### config.mk
export PLATFORM = sky130hd
export DESIGN_NAME = sdr_cmd_ctrl
export DESIGN_NICKNAME = d
export VERILOG_FILES = /design/src/rtl/sdr_ctrl_pkg.sv /design/src/rtl/sdr_bank_table.sv /design/src/rtl/sdr_refresh_timer.sv /design/src/rtl/sdr_rd_pipe.sv /design/src/rtl/sdr_cmd_ctrl.sv
export SDC_FILE = /design/constraint.sdc
export NUM_CORES = 1
export LEC_CHECK = 0
export BUFFER_PORTS_ARGS = -buffer_cell sky130_fd_sc_hd__buf_2
export CAP_MARGIN = 0
export CORE_ASPECT_RATIO = 1.1
export CORE_MARGIN = 2
export CORE_UTILIZATION = 40
export CTS_BUF_LIST = sky130_fd_sc_hd__clkbuf_2
export CTS_CLUSTER_DIAMETER = 100
export CTS_CLUSTER_SIZE = 30
export DETAILED_ROUTE_END_ITERATION = 10
export GPL_ROUTABILITY_DRIVEN = 1
export SYNTH_ARGS = -nofsm -noshare
export SYNTH_HDL_FRONTEND = slang
export SYNTH_SLANG_ARGS = --single-unit
### constraint.sdc
create_clock -name clk -period 6.65 [get_ports clk]
set_input_delay 0.3325 -clock clk [delete_from_list [all_inputs] [get_ports clk]]
set_output_delay 0.3325 -clock clk [all_outputs]
set_load 0.02 [all_outputs]
### src/rtl/sdr_ctrl_pkg.sv
package sdr_ctrl_pkg;

  // {cs_n, ras_n, cas_n, we_n}
  typedef enum logic [3:0] {
    CMD_MRS = 4'b0000,
    CMD_REF = 4'b0001,
    CMD_PRE = 4'b0010,
    CMD_ACT = 4'b0011,
    CMD_WR  = 4'b0100,
    CMD_RD  = 4'b0101,
    CMD_NOP = 4'b0111
  } sdr_cmd_e;

  typedef enum logic [3:0] {
    ST_PWR, ST_IPRE, ST_IMRS, ST_IDLE, ST_LOOK, ST_ACT, ST_RW, ST_REF, ST_WAIT
  } fsm_e;

endpackage

### src/rtl/sdr_bank_table.sv
module sdr_bank_table
  import sdr_ctrl_pkg::*;
#(
  parameter int NUM_BANKS = 2,
  parameter int ROW_W     = 11
) (
  input  logic                                clk,
  input  logic                                rst,
  input  sdr_cmd_e                            cmd,
  input  logic [$clog2(NUM_BANKS)+ROW_W-1:0]  addr,
  output logic [NUM_BANKS-1:0]                bank_open,
  output logic [NUM_BANKS-1:0][ROW_W-1:0]     open_row
);
  localparam int BANK_W = $clog2(NUM_BANKS);
  localparam int ABUS_W = BANK_W + ROW_W;
  localparam int AP_BIT = ROW_W - 1;

  logic [BANK_W-1:0] cbank;
  logic              is_col;
  assign cbank  = addr[ABUS_W-1 -: BANK_W];
  assign is_col = (cmd == CMD_RD) || (cmd == CMD_WR);

  for (genvar b = 0; b < NUM_BANKS; b++) begin : g_bank
    logic             sel;
    logic             open_q;
    logic [ROW_W-1:0] row_q;
    assign sel = (cbank == BANK_W'(b));

    always_ff @(posedge clk) begin
      if (rst) begin
        open_q <= 1'b0;
        row_q  <= '0;
      end else if (cmd == CMD_ACT && sel) begin
        open_q <= 1'b1;
        row_q  <= addr[ROW_W-1:0];
      end else if (cmd == CMD_PRE && (addr[AP_BIT] || sel)) begin
        open_q <= 1'b0;
      end else if (is_col && sel && addr[AP_BIT]) begin
        open_q <= 1'b0;
      end
    end

    assign bank_open[b] = open_q;
    assign open_row[b]  = row_q;

    // a row is only opened in a closed bank
    a_r4_act_on_closed: assert property (@(posedge clk) disable iff (rst)
      (cmd == CMD_ACT && sel) |-> !open_q);
    // column commands only reach an open bank
    a_r10_col_on_open: assert property (@(posedge clk) disable iff (rst)
      (is_col && sel) |-> open_q);
  end

endmodule

### src/rtl/sdr_refresh_timer.sv
module sdr_refresh_timer #(
  parameter int INTERVAL = 780
) (
  input  logic clk,
  input  logic rst,
  input  logic served,
  output logic pending
);
  localparam int CW = $clog2(INTERVAL + 1);

  logic [CW-1:0] cnt;
  logic          tick;
  assign tick = (cnt == CW'(INTERVAL - 1));

  always_ff @(posedge clk) begin
    if (rst) begin
      cnt     <= '0;
      pending <= 1'b0;
    end else begin
      cnt <= tick ? '0 : cnt + 1'b1;
      if (tick)        pending <= 1'b1;
      else if (served) pending <= 1'b0;
    end
  end

  // the interval counter wraps at the programmed value
  a_r8_count_bound: assert property (@(posedge clk) disable iff (rst)
    cnt < CW'(INTERVAL));
  // every interval expiry leaves a request behind
  a_r8_tick_sets: assert property (@(posedge clk) disable iff (rst)
    tick |=> pending);

endmodule

### src/rtl/sdr_rd_pipe.sv
module sdr_rd_pipe #(
  parameter int LAT    = 2,
  parameter int DATA_W = 16
) (
  input  logic              clk,
  input  logic              rst,
  input  logic              issue,
  input  logic [DATA_W-1:0] dq_in,
  output logic              rsp_valid,
  output logic [DATA_W-1:0] rsp_data
);
  logic [LAT-1:0] sh;

  if (LAT > 1) begin : g_multi
    always_ff @(posedge clk) begin
      if (rst) sh <= '0;
      else     sh <= {sh[LAT-2:0], issue};
    end
  end else begin : g_single
    always_ff @(posedge clk) begin
      if (rst) sh <= '0;
      else     sh <= issue;
    end
  end

  always_ff @(posedge clk) begin
    if (rst) begin
      rsp_valid <= 1'b0;
      rsp_data  <= '0;
    end else begin
      rsp_valid <= sh[LAT-1];
      if (sh[LAT-1]) rsp_data <= dq_in;
    end
  end

endmodule

### src/rtl/sdr_cmd_ctrl.sv
module sdr_cmd_ctrl
  import sdr_ctrl_pkg::*;
#(
  parameter int DATA_W           = 16,
  parameter int NUM_BANKS        = 2,
  parameter int COL_W            = 10,
  parameter int CAS_LAT          = 2,
  parameter int T_RCD            = 2,
  parameter int T_RP             = 2,
  parameter int T_RC             = 6,
  parameter int T_MCD            = 2,
  parameter int T_DPL            = 2,
  parameter int PWRUP_CYC        = 10000,
  parameter int REFRESH_INTERVAL = 780
) (
  input  logic                                           clk,
  input  logic                                           rst,
  input  logic                                           host_valid,
  output logic                                           host_ready,
  input  logic                                           host_write,
  input  logic                                           host_autopre,
  input  logic [$clog2(NUM_BANKS)+2*COL_W:0]             host_addr,
  input  logic [DATA_W-1:0]                              host_wdata,
  output logic                                           rsp_valid,
  output logic [DATA_W-1:0]                              rsp_data,
  output logic                                           mem_cs_n,
  output logic                                           mem_ras_n,
  output logic                                           mem_cas_n,
  output logic                                           mem_we_n,
  output logic [$clog2(NUM_BANKS)+COL_W:0]               mem_addr,
  output logic [DATA_W-1:0]                              mem_dq_out,
  output logic                                           mem_dq_oe,
  input  logic [DATA_W-1:0]                              mem_dq_in
);
  localparam int BANK_W  = $clog2(NUM_BANKS);
  localparam int ROW_W   = COL_W + 1;
  localparam int ABUS_W  = BANK_W + ROW_W;
  localparam int HADDR_W = BANK_W + ROW_W + COL_W;
  localparam int CNT_W   = $clog2(PWRUP_CYC + T_RC + T_RP + T_DPL + CAS_LAT + T_MCD + T_RCD + 2);
  localparam logic [ABUS_W-1:0] MODE_WORD = ABUS_W'({3'(CAS_LAT), 4'b0000});

  fsm_e              st, ret;
  logic [CNT_W-1:0]  cnt;
  sdr_cmd_e          cmd_q;
  logic [ABUS_W-1:0] addr_q;
  logic [DATA_W-1:0] dq_q;
  logic              oe_q;

  logic              req_we, req_ap;
  logic [BANK_W-1:0] req_bank;
  logic [ROW_W-1:0]  req_row;
  logic [COL_W-1:0]  req_col;
  logic [DATA_W-1:0] req_data;

  logic [NUM_BANKS-1:0]            bank_open;
  logic [NUM_BANKS-1:0][ROW_W-1:0] open_row;
  logic                            ref_pend;
  logic                            any_open, req_hit;

  assign any_open   = |bank_open;
  assign req_hit    = bank_open[req_bank] && (open_row[req_bank] == req_row);
  assign host_ready = (st == ST_IDLE) && !ref_pend;

  always_ff @(posedge clk) begin
    if (rst) begin
      st       <= ST_PWR;
      ret      <= ST_IDLE;
      cnt      <= CNT_W'(PWRUP_CYC - 1);
      cmd_q    <= CMD_NOP;
      addr_q   <= '0;
      dq_q     <= '0;
      oe_q     <= 1'b0;
      req_we   <= 1'b0;
      req_ap   <= 1'b0;
      req_bank <= '0;
      req_row  <= '0;
      req_col  <= '0;
      req_data <= '0;
    end else begin
      cmd_q <= CMD_NOP;
      oe_q  <= 1'b0;
      case (st)
        ST_PWR: begin
          if (cnt == '0) st <= ST_IPRE;
          else           cnt <= cnt - 1'b1;
        end
        ST_IPRE: begin
          cmd_q  <= CMD_PRE;
          addr_q <= {{BANK_W{1'b0}}, 1'b1, {COL_W{1'b0}}};
          cnt    <= CNT_W'(T_RP - 1);
          ret    <= ST_IMRS;
          st     <= ST_WAIT;
        end
        ST_IMRS: begin
          cmd_q  <= CMD_MRS;
          addr_q <= MODE_WORD;
          cnt    <= CNT_W'(T_MCD - 1);
          ret    <= ST_IDLE;
          st     <= ST_WAIT;
        end
        ST_IDLE: begin
          if (ref_pend) begin
            if (any_open) begin
              cmd_q  <= CMD_PRE;
              addr_q <= {{BANK_W{1'b0}}, 1'b1, {COL_W{1'b0}}};
              cnt    <= CNT_W'(T_RP - 1);
              ret    <= ST_REF;
              st     <= ST_WAIT;
            end else begin
              st <= ST_REF;
            end
          end else if (host_valid) begin
            req_we   <= host_write;
            req_ap   <= host_autopre;
            req_bank <= host_addr[HADDR_W-1 -: BANK_W];
            req_row  <= host_addr[COL_W +: ROW_W];
            req_col  <= host_addr[COL_W-1:0];
            req_data <= host_wdata;
            st       <= ST_LOOK;
          end
        end
        ST_LOOK: begin
          if (req_hit) begin
            st <= ST_RW;
          end else if (bank_open[req_bank]) begin
            cmd_q  <= CMD_PRE;
            addr_q <= {req_bank, 1'b0, {COL_W{1'b0}}};
            cnt    <= CNT_W'(T_RP - 1);
            ret    <= ST_ACT;
            st     <= ST_WAIT;
          end else begin
            st <= ST_ACT;
          end
        end
        ST_ACT: begin
          cmd_q  <= CMD_ACT;
          addr_q <= {req_bank, req_row};
          cnt    <= CNT_W'(T_RCD - 1);
          ret    <= ST_RW;
          st     <= ST_WAIT;
        end
        ST_RW: begin
          cmd_q  <= req_we ? CMD_WR : CMD_RD;
          addr_q <= {req_bank, req_ap, req_col};
          if (req_we) begin
            dq_q <= req_data;
            oe_q <= 1'b1;
            cnt  <= CNT_W'((req_ap ? T_DPL + T_RP : T_DPL) - 1);
          end else begin
            cnt  <= CNT_W'((req_ap ? T_RP + CAS_LAT : CAS_LAT) - 1);
          end
          ret <= ST_IDLE;
          st  <= ST_WAIT;
        end
        ST_REF: begin
          cmd_q <= CMD_REF;
          cnt   <= CNT_W'(T_RC - 1);
          ret   <= ST_IDLE;
          st    <= ST_WAIT;
        end
        ST_WAIT: begin
          if (cnt == '0) st <= ret;
          else           cnt <= cnt - 1'b1;
        end
        default: st <= ST_IDLE;
      endcase
    end
  end

  assign {mem_cs_n, mem_ras_n, mem_cas_n, mem_we_n} = cmd_q;
  assign mem_addr   = addr_q;
  assign mem_dq_out = dq_q;
  assign mem_dq_oe  = oe_q;

  sdr_bank_table #(.NUM_BANKS(NUM_BANKS), .ROW_W(ROW_W)) u_banks (
    .clk       (clk),
    .rst       (rst),
    .cmd       (cmd_q),
    .addr      (addr_q),
    .bank_open (bank_open),
    .open_row  (open_row)
  );

  sdr_refresh_timer #(.INTERVAL(REFRESH_INTERVAL)) u_refresh (
    .clk     (clk),
    .rst     (rst),
    .served  (cmd_q == CMD_REF),
    .pending (ref_pend)
  );

  sdr_rd_pipe #(.LAT(CAS_LAT), .DATA_W(DATA_W)) u_rdpipe (
    .clk       (clk),
    .rst       (rst),
    .issue     (cmd_q == CMD_RD),
    .dq_in     (mem_dq_in),
    .rsp_valid (rsp_valid),
    .rsp_data  (rsp_data)
  );

  // refresh only with every bank closed
  a_r9_ref_all_closed: assert property (@(posedge clk) disable iff (rst)
    (cmd_q == CMD_REF) |-> (bank_open == '0));
  // mode load only with every bank closed
  a_r9_mrs_all_closed: assert property (@(posedge clk) disable iff (rst)
    (cmd_q == CMD_MRS) |-> (bank_open == '0));
  // the data bus is driven only alongside a write command
  a_r6_oe_with_write: assert property (@(posedge clk) disable iff (rst)
    mem_dq_oe |-> (cmd_q == CMD_WR));

endmodule

# Word-level counts from Yosys, hierarchy flattened
# Cells that the tools add are included.
# classes
add_sub_neg	3
order_cmp	1
n_eq_ne	23
n_mux	44
n_bitwise	3
n_reduce_logical	35
# ops
operator	count
14-bit case mux with 6 select lines	1
12-bit case mux with 6 select lines	1
14-bit two-way mux	5
12-bit two-way mux	4
4-bit two-way mux	11
4-bit case mux with 5 select lines	2
4-bit by 3-bit == test with 1-bit output, second input constant	6
11-bit two-way mux	2
3-bit case mux with 7 select lines	1
4-bit by 2-bit == test with 1-bit output, second input constant	4
3-bit two-way mux	5
14-bit logical NOT	1
14-bit by 1-bit subtractor with 14-bit output, second input constant	1
1-bit two-way mux	12
2-bit != test, second input constant	6
6-bit nonzero test	2
11-bit == test	1
10-bit by 1-bit adder with 10-bit output, second input constant	1
10-bit == test, second input constant	1
1-bit logical AND	10
5-bit AND reduction	2
4-bit by 1-bit == test with 1-bit output, second input constant	2
2-bit OR reduction	4
3-bit AND reduction	2
16 further kinds	22
# word_totals
reg_bits	149
in_bits	59
output_inout_bits	51

# Depth between registers and ports, before layout
# depth
depth_word	7
depth_mapped	10
mapped_depth_nobuf	8

# Modules after synthesis
# Synthesis repeated with hierarchy kept, for this count alone.
# unflattened
hier_cells	746
area_unflattened_um2	6342.3
# modules_own_cells
mod	n_inst	cells_per_inst	area_per_inst_um2
sdr_cmd_ctrl	1	520	4230.3
sdr_bank_table	1	117	974.7
sdr_rd_pipe	1	58	660.6
sdr_refresh_timer	1	51	476.7

# Least setup slack after synthesis
# Ideal clock, no wire load.
# synth_path
path_type	register -> register
start	register cnt[0]
end	register cnt[2]
setup_ps	134
arrival_time_ps	2024
setup_slack_ps	4492
path_stages_with_launch	10
n_path_buf	1
synth_period_minus_slack_ps	2158
path_cell_list	dfxtp_1 -> inv_1 -> ha_1 -> nor3b_1 -> nand4_1 -> and2_1 -> clkbuf_1 -> nor2_1 -> o31a_1 -> or4_1
# synth_via
elab_chain_cells	3
# synth_lines
element	line_no	source
start, declared	sdr_cmd_ctrl.sv:43	logic [CNT_W-1:0] cnt;
start signal, assigned	sdr_cmd_ctrl.sv:68	cnt <= CNT_W'(PWRUP_CYC - 1);
start signal, assigned	sdr_cmd_ctrl.sv:85	else cnt <= cnt - 1'b1;
start signal, assigned	sdr_cmd_ctrl.sv:90	cnt <= CNT_W'(T_RP - 1);
14-bit by 1-bit subtractor with 14-bit output / 14-bit logical NOT (equally long branches)	--	
14-bit two-way mux / 2-bit != test (equally long branches)	--	
14-bit case mux with 6 select lines / 6-bit AND reduction (equally long branches)	--	
# Several ways; a longest one is shown, not always the timed one. The select of a mux whose other input is x is not followed.
# A chain may end at the register's enable or synchronous reset.

# Final worst setup path
# layout_path
start	register st[1]
end	register req_data[0]
# layout_via
elab_chain_cells	2
# layout_lines
element	line_no	source
start, declared	sdr_cmd_ctrl.sv:42	fsm_e st, ret;
start signal, assigned	sdr_cmd_ctrl.sv:162	if (cnt == '0) st <= ret;
4-bit by 2-bit == test with 1-bit output	sdr_cmd_ctrl.sv:82	case (st)
3-bit AND reduction (no source line)	--	
end signal, assigned	sdr_cmd_ctrl.sv:118	req_data <= host_wdata;
end, declared	sdr_cmd_ctrl.sv:53	logic [DATA_W-1:0] req_data;
# No other way between the ends.

==> results_dict.tcl <==
set metrics [dict create \
    slew_headroom_pct 26.03 \
    clkSlewWorstSetupHoldPaths_ns 0.20 \
    synth-edff-count 0 \
    drt_iter0_drc 343 \
    ios 110 \
    hold_class "primary input to flop" \
    synthCells 713 \
    timing.critical_path.mode_cell "nand2_1" \
    drive_above_1_share_pct 17.57 \
    ant_nets 0 \
    vias 5505 \
    crit_arrival_ns 3.38 \
    grt_first_pass_wirelength_um 25340 \
    fin_util_pct 51.29 \
    setup-tns-final_ns 0 \
    clock_latency_ns 0.71 \
    yosys_warnings 0 \
    power.share.combinational_pct 11.0 \
    slew_viol_final 0 \
    antenna_found_initial 1 \
    via_per_inst 5.174 \
    worst-setup-path-type "flop to flop" \
    swShare_pct 27.14 \
    post_cts_buffers 0 \
    final_cell_mix "nand2_1, dfxtp_1, buf_2" \
    p_leak_nw 2.741 \
    hold_violations 0 \
    period_share_pct 41.02 \
    max_stage_delay_ns 0.64 \
    n_fill_cell 1384 \
    wl_per_cell_um 14.63 \
    gp_congestion 0.8396 \
    layout_commonest_cell "nand2_1" \
    clockRootBuffer "clkbuf_2" \
    cpMaxStageDelayCell "dfxtp_1" \
    crit_required_ns 7.31 \
    drv_cap 0 \
    cts.sinks 147 \
    area_growth_pct 24.50 \
    synthFlopType "dfxtp_1" \
    cts_buffers 17 \
    switchingPower_uw 443.7 \
    fin_crit_ns 2.728 \
    ys_seq_area_share_pct 49.25 \
    track_usage_pct 19.70 \
    clock_path_buffers 2 \
    layout_setup_ws_ns 3.922 \
    endpoint_kind "flop" \
    pre_cts_ws_ns 4.021 \
    die_width_um 120.5 \
    r2r_cells 7 \
    drt_first_pass_iters 4 \
    ys_ff_latch 147 \
    die_h_um 132.2 \
    fmax_ghz 0.3666 \
    path_buf_inv 2 \
    power_mw 1.635 \
    status "completed" \
    cp.depth 7 \
    hold_depth 2 \
    nets 920 \
    finalSetupViolCount 0 \
    yosysTopAreaCellShare_pct 49.25 \
    rows 46 \
    detailed_place_hpwl_um 9992 \
    grt_pass1_vias 5194 \
    yosysTopAreaCell "dfxtp_1" \
    skew_ns 0.02607 \
    crit_path_cell_trace "nand2_1 > nor4_2 > and2_1 > buf_4 > nand2_1 > a21oi_1 > dlygate4sd3_1" \
    cp_max_fo 40 \
    yosysUniqueCellTypes 57 \
    cp-start-kind "flop" \
    synth_area_leaders "dfxtp_1, nand2_1, a21oi_1" \
    syn_area_sq_um 5976 \
    tightest_slew_ns 1.101 \
    syn-num-nets 774 \
    p_per_area_nw_per_um2 219.8 \
    initial_utilization_pct 41.20 \
    coreArea_sq_um 14500 \
    grt_max_degree 77 \
    synth.avg_cell_area_sq_um 8.381 \
    ctsResizeCount 0 \
    die-area_sq_um 15930 \
    gr-total-overflow 0 \
    cts_htree_levels 4 \
    wl_um 15570 \
    cp_top_family "simple AND/OR/NAND/NOR gates" \
    cts_tree "done" \
    p_int_mw 1.191 \
    portBuffers 108 \
    rsz0062_at_grt "no" \
    drc 0 \
    pwr-share-seq_pct 57.4 \
    synthArstFlopShare_pct 0 \
    p_clk_share_pct 31.7 \
    peakVddDrop_mv 0.1010 \
]
-- final cells by class --
cell class / count / area, sq um / share of cell area [%]
flip-flops and latches: 147 / 2943 / 39.56
multi-input cells: 510 / 2800 / 37.64
repair buffers: 173 / 1181 / 15.88
well taps: 192 / 240.2 / 3.229
clock inverters: 12 / 140.1 / 1.884
clock buffers: 19 / 95.09 / 1.278
inverters: 10 / 37.54 / 0.5045
diodes: 1 / 2.502 / 0.03364
-- power by group through the flow --
stage               sequential [mW]  combinational (mW)  clock, mW
floorplan                     0.947               0.109          0
CTS                           0.937               0.177      0.536
finish                        0.938               0.179      0.518
global route                  0.943               0.198      0.575
detailed placement            0.955               0.151          0
global placement              0.953               0.147          0
-- cells in the mapped netlist, types with 2 or more instances --
library cell  instances
a211o_1               3
a211oi_1              4
a21oi_1              98
a22oi_1               9
a311oi_1              3
a31oi_1               2
and2_1                3
and3_1                4
buf_2                 4
buf_4                 2
buf_6                 2
clkbuf_1             36
dfxtp_1             147
ha_1                  2
inv_1                 9
mux2i_1              30
nand2_1             177
nand2b_1              5
nand3_1              10
nand4_1               5
nor2_1               51
nor2b_1               3
nor3_1               13
nor3b_1               3
nor4_1                2
nor4_2                5
o21a_1                2
o21ai_0              14
o221ai_1              2
o22ai_1               3
o2bb2ai_1             9
o31ai_1               3
or3_1                 4
or4_1                 4
xnor2_1              14
xor2_1                5
-- logic make-up after synthesis --
| kind of cell | after synthesis | share of synthesized area [%] |
|---|---|---|
| AND/OR/NAND/NOR | 295 | 21.88 |
| AO/OA/AOI/OAI | 163 | 16.58 |
| flip-flops | 147 | 49.25 |
| buffers and inverters | 56 | 3.999 |
| multiplexers | 30 | 5.025 |
| XOR/XNOR | 19 | 2.785 |
| adder cells (fa/ha/maj) | 2 | 0.4187 |
| other | 1 | 0.06275 |
-- through the flow --
stage,hold WS [ns],std cells,area (sq um)
after floorplan,0.4138,713,5976
after global placement,0.4358,972,6601
after detailed placement,0.4401,972,6601
after CTS,0.02923,1063,7437
after global routing,0.05578,1064,7440
final,0.1339,1064,7440
-- sequential cells by signal (all words and copies together), names as in the netlist, 2 cells and up --
register,cells
u_refresh.cnt,10
u_rdpipe.rsp_data,16
mem_addr,12
req_data,16
req_col,10
ret,3
req_row,11
mem_dq_out,16
cnt,14
u_banks.g_bank.open_q,2
u_banks.g_bank.row_q,22
cmd_q,3
u_rdpipe.sh,2
st,4
-- routing by layer --
layer	global-route usage (%)	vias up	part of all wire, %
met5	0	-	0
met4	8.915	0	2.1
met3	4.801	29	5.1
met2	30.38	172	47
met1	26.02	2563	46
li1	-	2741	-
-- what timing repair did --
item / CTS / global route
endpoints found under the setup margin: 0 / 0
hold buffers: 60 / 0
endpoints found under the hold margin: 57 / 0
-- path summary, 6_finish.rpt --
check / start / endpoint / slack (ns)
worst min register to register: u_rdpipe.sh[0] / u_rdpipe.sh[1] / 0.46
worst min-delay path: rst / u_rdpipe.rsp_data[12] / 0.13
worst max register to register: st[1] / req_data[0] / 3.92
worst max-delay path: st[1] / req_data[0] / 3.92
Note: power is estimated with default switching activity, not from simulation.
